===== src/rtl/useq_pkg.sv =====
package useq_pkg;

    localparam int unsigned PC_W_DEF = 15;
    localparam int unsigned DP_W_DEF = 14;
    localparam int unsigned RP_W_DEF = 8;

    typedef enum logic [1:0] {
        NXT_SEQ   = 2'b00,
        NXT_JUMP  = 2'b01,
        NXT_CJUMP = 2'b10,
        NXT_RSVD  = 2'b11
    } nxt_sel_e;

    // Decide whether the jump target replaces the sequential successor.
    function automatic logic branch_taken(input nxt_sel_e sel, input logic cond);
        case (sel)
            NXT_JUMP:  return 1'b1;
            NXT_CJUMP: return cond;
            default:   return 1'b0;
        endcase
    endfunction

endpackage


===== src/rtl/useq_pc_unit.sv =====
module useq_pc_unit
    import useq_pkg::*;
#(
    parameter int unsigned PC_W = PC_W_DEF
) (
    input  logic            clk,
    input  logic            rst,
    input  logic            stall_i,
    input  nxt_sel_e        sel_i,
    input  logic            cond_i,
    input  logic [PC_W-1:0] jmp_addr_i,
    input  logic            host_we_i,
    input  logic [PC_W-1:0] host_pc_i,
    output logic [PC_W-1:0] pc_o
);

    localparam logic [PC_W-1:0] PC_ONE = {{(PC_W-1){1'b0}}, 1'b1};

    logic [PC_W-1:0] pc_q;
    logic [PC_W-1:0] pc_seq;
    logic [PC_W-1:0] pc_d;
    logic            take;

    assign pc_seq = pc_q + PC_ONE;
    assign take   = branch_taken(sel_i, cond_i);

    always_comb begin
        if (stall_i) begin
            pc_d = host_we_i ? host_pc_i : pc_q;
        end else begin
            pc_d = take ? jmp_addr_i : pc_seq;
        end
    end

    always_ff @(posedge clk) begin
        if (rst) pc_q <= '0;
        else     pc_q <= pc_d;
    end

    assign pc_o = pc_q;

    assert_stall_hold_R8: assert property (@(posedge clk) disable iff (rst)
        (stall_i && !host_we_i) |=> $stable(pc_o));

    assert_host_load_R9: assert property (@(posedge clk) disable iff (rst)
        (stall_i && host_we_i) |=> (pc_o == $past(host_pc_i)));

    assert_seq_step_R2: assert property (@(posedge clk) disable iff (rst)
        (!stall_i && (sel_i == NXT_SEQ || sel_i == NXT_RSVD)) |=> (pc_o == $past(pc_o) + PC_ONE));

    assert_jump_R3: assert property (@(posedge clk) disable iff (rst)
        (!stall_i && sel_i == NXT_JUMP) |=> (pc_o == $past(jmp_addr_i)));

    assert_cjump_R4: assert property (@(posedge clk) disable iff (rst)
        (!stall_i && sel_i == NXT_CJUMP && cond_i) |=> (pc_o == $past(jmp_addr_i)));

endmodule


===== src/rtl/useq_ptr_reg.sv =====
module useq_ptr_reg #(
    parameter int unsigned W = 8
) (
    input  logic         clk,
    input  logic         rst,
    input  logic         stall_i,
    input  logic         load_i,
    input  logic [W-1:0] val_i,
    output logic [W-1:0] ptr_o
);

    logic [W-1:0] ptr_q;

    always_ff @(posedge clk) begin
        if (rst)                    ptr_q <= '0;
        else if (load_i && !stall_i) ptr_q <= val_i;
    end

    assign ptr_o = ptr_q;

    assert_ptr_freeze_R8: assert property (@(posedge clk) disable iff (rst)
        stall_i |=> $stable(ptr_o));

    // Covers R6 and R7: without a strobe the pointer holds.
    assert_ptr_hold_R6_R7: assert property (@(posedge clk) disable iff (rst)
        !load_i |=> $stable(ptr_o));

    assert_ptr_load_R6: assert property (@(posedge clk) disable iff (rst)
        (load_i && !stall_i) |=> (ptr_o == $past(val_i)));

endmodule


===== src/rtl/useq_sequencer.sv =====
module useq_sequencer
    import useq_pkg::*;
#(
    parameter int unsigned PC_W = PC_W_DEF,
    parameter int unsigned DP_W = DP_W_DEF,
    parameter int unsigned RP_W = RP_W_DEF
) (
    input  logic            clk,
    input  logic            rst,
    input  logic            stall_i,
    input  logic [1:0]      nxt_sel_i,
    input  logic            cond_i,
    input  logic [PC_W-1:0] jmp_addr_i,
    input  logic            dp_load_i,
    input  logic [DP_W-1:0] dp_val_i,
    input  logic            rp_load_i,
    input  logic [RP_W-1:0] rp_val_i,
    input  logic            host_pc_we_i,
    input  logic [PC_W-1:0] host_pc_i,
    output logic [PC_W-1:0] pc_o,
    output logic [DP_W-1:0] dp_o,
    output logic [RP_W-1:0] rp_o
);

    nxt_sel_e sel;
    assign sel = nxt_sel_e'(nxt_sel_i);

    useq_pc_unit #(.PC_W(PC_W)) u_pc (
        .clk        (clk),
        .rst        (rst),
        .stall_i    (stall_i),
        .sel_i      (sel),
        .cond_i     (cond_i),
        .jmp_addr_i (jmp_addr_i),
        .host_we_i  (host_pc_we_i),
        .host_pc_i  (host_pc_i),
        .pc_o       (pc_o)
    );

    useq_ptr_reg #(.W(DP_W)) u_dptr (
        .clk     (clk),
        .rst     (rst),
        .stall_i (stall_i),
        .load_i  (dp_load_i),
        .val_i   (dp_val_i),
        .ptr_o   (dp_o)
    );

    // The register pointer is wired to microcode strobes only; no host path.
    useq_ptr_reg #(.W(RP_W)) u_rptr (
        .clk     (clk),
        .rst     (rst),
        .stall_i (stall_i),
        .load_i  (rp_load_i),
        .val_i   (rp_val_i),
        .ptr_o   (rp_o)
    );

    assert_rp_host_isolated_R7: assert property (@(posedge clk) disable iff (rst)
        (host_pc_we_i && !rp_load_i) |=> $stable(rp_o));

    assert_host_ignored_R10: assert property (@(posedge clk) disable iff (rst)
        (!stall_i && host_pc_we_i && nxt_sel_i == 2'b01) |=> (pc_o == $past(jmp_addr_i)));

endmodule


===== config.mk =====
export PLATFORM = sky130hd
export DESIGN_NAME = useq_sequencer
export DESIGN_NICKNAME = d
export VERILOG_FILES = /design/src/rtl/useq_pkg.sv /design/src/rtl/useq_pc_unit.sv /design/src/rtl/useq_ptr_reg.sv /design/src/rtl/useq_sequencer.sv
export SDC_FILE = /design/constraint.sdc
export NUM_CORES = 1
export LEC_CHECK = 0
export BUFFER_PORTS_ARGS = -buffer_cell sky130_fd_sc_hd__buf_2
export CORE_UTILIZATION = 45
export CTS_BUF_LIST = sky130_fd_sc_hd__clkbuf_4 sky130_fd_sc_hd__clkbuf_8
export CTS_CLUSTER_DIAMETER = 80
export DETAILED_ROUTE_END_ITERATION = 8
export GPL_TIMING_DRIVEN = 0
export PLACE_DENSITY = 0.75
export SETUP_SLACK_MARGIN = 0.4
export SLEW_MARGIN = 20
export SYNTH_ARGS = -nofsm -noshare
export SYNTH_HDL_FRONTEND = slang
export SYNTH_SLANG_ARGS = --single-unit
export TNS_END_PERCENT = 10

===== constraint.sdc =====
create_clock -name clk -period 2 [get_ports clk]
set_input_delay 0.3 -clock clk [delete_from_list [all_inputs] [get_ports clk]]
set_output_delay 0.3 -clock clk [all_outputs]
set_load 0.01 [all_outputs]

# Word level (Yosys, flattened, before mapping)
# Index checks and enable logic that the tools add are counted.
[classes] addsub=1 n_eq_ne=3 muxes=4 reduce_logical=3
[op_table] operator="2-to-1 mux 15 bit" n=3
[op_table] operator="adder 15 x 1 -> 15 bit (second input constant)" n=1
[op_table] operator="equality test 2 x 1 -> 1 bit (second input constant)" n=1
[op_table] operator="equality test 2 bit (second input constant)" n=1
[op_table] operator="logical AND 1 bit" n=2
[op_table] operator="!= test 2 x 1 -> 1 bit (second input constant)" n=1
[op_table] operator="one-hot mux 1 bit (2 select lines)" n=1
[op_table] operator="zero test 1 bit" n=1
[totals] register_bits=37 output_inout_bits=37 elab_cells=14

# Depth between registers and ports, before layout
[logic_depth] word_depth=4 depth_mapped=7

# Cells and area by module
# From an unflattened synthesis, not the netlist that was laid out.
[hier_totals] hier_cells=243 area_unflattened_um2=2184.6
[modules_own_cells] mod="useq_pc_unit" n_inst=1 cells_per_inst=147 area_each_um2=1186.1
[modules_own_cells] mod="useq_ptr_reg at u_dptr" n_inst=1 cells_per_inst=62 area_each_um2=639.4
[modules_own_cells] mod="useq_ptr_reg at u_rptr" n_inst=1 cells_per_inst=34 area_each_um2=359.1

# Worst setup path before layout
# OpenSTA, ideal clock, no wires.
[synth_path] path_kind="input-to-reg" start="input port nxt_sel_i[0]" end="register u_pc.pc_q[5] (netlist: u_pc.pc_o[5])" arrival_time_ns=1.406 required_time_ns=1.865 path_slack_ns=0.459 cell_stages=6 path_buffers=1 path_cell_list="inv_1 > ha_1 > or2_2 > buf_4 > nand2_1 > o221ai_1"
[synth_via] elab_chain_cells=4 elab_cells_between_ends=5 cone_classes="eq/ne: 2; mux: 3"
[synth_rtl] item="start: declaration" line="useq_sequencer.sv:11" text="input logic [1:0] nxt_sel_i,"
[synth_rtl] item="equality test 2 bit or equality test 2 x 1 -> 1 bit (tied branches)" line="useq_pkg.sv:16" text="case (sel)"
[synth_rtl] item="one-hot mux 1 bit (2 select lines) (*)" line="useq_pkg.sv:16"
[synth_rtl] item="2-to-1 mux 15 bit (*)" line="useq_pc_unit.sv:31" text="pc_d = take ? jmp_addr_i : pc_seq;"
[synth_rtl] item="2-to-1 mux 15 bit (*)" line="useq_pc_unit.sv:28" text="if (stall_i) begin"
[synth_rtl] item="end signal: assignment" line="useq_pc_unit.sv:37" text="else pc_q <= pc_d;"
[synth_rtl] item="end: declaration" line="useq_pc_unit.sv:19" text="logic [PC_W-1:0] pc_q;"
# Every way passes the cells marked *; elsewhere a longest branch is shown, timed or not.
# A chain may end at the register's enable or synchronous reset.

# Worst setup path after layout
[layout_path] start="input port nxt_sel_i[0]" end="register u_pc.pc_q[8] (netlist: u_pc.pc_o[8])"
# Same word-level chain as after synthesis.

==> impl_results.md <==
- Worst slew pin tran: 0.483 ns
- Synth top area share: 0.383
- Largest family of logic cells by synthesized area: simple AND/OR/NAND/NOR gates
- Final WL: 4.97 mm
- Vias in the first global route: 1678
- Die Ht: 67.5 um
- Startpoint Class: input port
- Gr usage total: 0.221
- Slew headroom: 0.678
- CTS tree: done
- #FFs+latches synth: 37
- Post-Synth Simple-Gate Area: 0.230
- Critical path cell sequence: buf_2, inv_1, ha_1, or2_2, buf_4, nand2_1, o221ai_1
- RSZ-0062 raised after global routing: yes
- Max Buffers Root-to-Sink: 2
- Leak: 0.00119 uW
- Max H-tree Level: 2
- Synth Area in XOR/XNOR: 0.0453
- Worst VDD drop: 0.000563 V
- Adder-cell share of the synthesized area: 0.0194
- Vias: 2018
- EDFF count, synth: 0
- Mapped cell area: 1930 um2
- PwrDens: 652 nW/um2
- Cell taking the most area after synthesis: dfxtp_1
- Status: completed
- Register area share after synthesis: 0.383
- Ports: 98
- Number of nets in the layout: 395
- Layout cells sized above 1: 0.373
- Hold Path Class: in -> reg
- DRT iter0 DRCs: 73
- Ant. Diodes: 0
- Area growth, synth to finish: 33.1%
- Vias per cell: 5.28
- Max Slew Vio Count: 0
- TNS Setup: 0 ns
- Syn Area/Cell: 8.48 um2
- Endpoint class of the critical path: flop
- Data arrival time of the worst path: 1.69 ns
- Grt ovf: 0
- Max cap viols: 0
- Post-route DRC violation count: 0
- Fmax: 0.650 GHz
- Crit path kind: in -> reg
- Crit path max fanout: 9
- Port bufs: 96
- Initial antenna violation count: 0
- Post-synthesis mux area share: 0.121
- Largest net degree at the start of global routing: 12
- CP required: 2.15 ns
- Clk_lat worst skew: 0.28 ns
- Routed length per instance: 13.0 um
- Asr flop ratio synth: 0
- Synth warn: 0
- Die Footprint: 4560 um2
- Synth Net Count: 292
- CTS sink cnt: 37
- Horiz. Die Dim: 67.5 um
- Hold Buf Count CTS: 0
- Clock skew: 0.00188 ns
- Initial Utilization: 0.476
- Core ar.: 4060 um2
- Final setup fails: 0
- Min Tclk post-route: 1.54 ns
- First-pass GRT wire length: 7.58 mm
- Prevailing post-synth register cell: dfxtp_1
- Rows: 23
- Slowest-stage cell, CP: ha_1
- Gpl congestion: 0.810
- Slowest Stage Delay on Critical Path: 0.36 ns
- Post-Syn Instances: 228
- Hpwl dp: 3.77 mm
- DRT Pass-1 Iters: 4
- Fin util: 0.634
- Fin crit share: 0.769
- Detail Route Antenna Nets: 0
- Largest cells by area after synthesis: dfxtp_1 38%, mux2i_1 10%, nand2_1 7.6%
- Cell variety after synth: 36
- Post-synthesis compound-gate area fraction: 0.157
- Fin. Hold Viols: 0
- Clock Pin Slew Worst Setup and Hold Paths: 0.07 ns
- Total CTS buffers: 5
- Clk Tree Root Cell: clkbuf_8
==> worst paths after layout <==
check | startpoint | end | slack [ns] | cells after the start
worst max-delay path | nxt_sel_i[0] | u_pc.pc_o[8]$_SDFFE_PP0P_ | 0.46 | 7
worst min-delay path | rp_val_i[6] | u_rptr.ptr_o[6]$_SDFFE_PP0P_ | 0.25 | 3
worst max register to register | u_pc.pc_o[0]$_SDFFE_PP0P_ | u_pc.pc_o[12]$_SDFFE_PP0P_ | 0.47 | 5
worst min register to register | u_dptr.ptr_o[8]$_SDFFE_PP0P_ | u_dptr.ptr_o[8]$_SDFFE_PP0P_ | 0.45 | 2
==> stage by stage <==
step | hold WS, ns | std cells | setup slack (ns) | power, uW | area, um2
after floorplan | 0.436 | 228 | 0.459 | 1030 | 1930
after global placement | 0.439 | 374 | 0.197 | 1170 | 2480
after detailed placement | 0.444 | 374 | 0.174 | 1180 | 2480
after CTS | 0.247 | 382 | 0.409 | 1690 | 2560
after global routing | 0.243 | 382 | 0.350 | 1770 | 2570
final | 0.253 | 382 | 0.463 | 1680 | 2570
==> registers in the layout (all words and copies together), names as in the netlist <==
signal,flops
u_pc.pc_o,15
u_dptr.ptr_o,14
u_rptr.ptr_o,8
==> logic make-up after synthesis <==
group,count (synthesis)
simple gates,86
compound gates,49
flops,37
mux,23
buf+inv,20
xor+xnor,10
fa+ha+maj,3
==> placed cells by master (no fill, tap or decap), drive strengths merged <==
cell     count
xnor2        6
and2         1
nand4        8
o21ai        7
or2          1
inv          8
nor2        18
o221ai       4
nand2       39
o2111ai      1
nand3        7
nand4bb      1
or3b         1
ha           3
o211ai       1
clkinv       2
dfxtp       37
a21oi       17
o32ai        1
clkbuf      12
a31oi        7
nor4         4
o22ai        9
a221oi       1
mux2         3
a21boi       1
buf        102
mux2i       20
and4         1
xor2         4
nor3         2
nor2b        3
==> cells in the mapped netlist (all sizes together) (4+ instances only) <==
master	count
a31oi	7
o221ai	4
nand4	8
xor2	4
dfxtp	37
nor4	4
buf	6
nand3	7
nor2	18
mux2i	20
o21ai	7
o22ai	9
inv	8
clkbuf	6
xnor2	6
a21oi	17
nand2	39
==> power breakdown <==
group	leakage, uW	internal (uW)	switching [uW]
clock network	0.0000484	255	256
registers	0.000304	782	53.3
logic	0.000834	158	172
total	0.00119	1190	482
==> critical path: cells and delay by family <==
family | cells | cell delay (ns)
buffers and inverters | 3 | 0.30
adder cells (fa/ha/maj) | 1 | 0.36
AND/OR/NAND/NOR | 2 | 0.56
AO/OA/AOI/OAI | 1 | 0.18
==> timing repair <==
item / in CTS / in global routing
setup buffers: 0 / 0
pin swaps: 0 / 0
setup endpoints to repair: 1 / 11
hold endpoints to repair: 0 / 0
gates resized for setup: 1 / 3
==> layout make-up <==
cell class                      count  area, um2
Multi-Input combinational cell    171       1110
Sequential cell                    37        741
Buffer                             12       57.6
Clock inverter                      2       10.0
Clock buffer                        6       76.3
Timing Repair Buffer               96        480
Fill cell                         386       1490
Tap cell                           50       62.6
Inverter                            8       30.0
==> routing by layer <==
metal / wire length [um] / track usage / vias to the layer above / share of wire
li1: - / - / 1017 / -
met1: 2270 / 0.300 / 944 / 0.46
met2: 2450 / 0.354 / 53 / 0.49
met3: 206 / 0.0355 / 4 / 0.041
met4: 44 / 0.0665 / 0 / 0.0088
met5: 0 / 0 / - / 0
(Power assumes the default switching activity.)
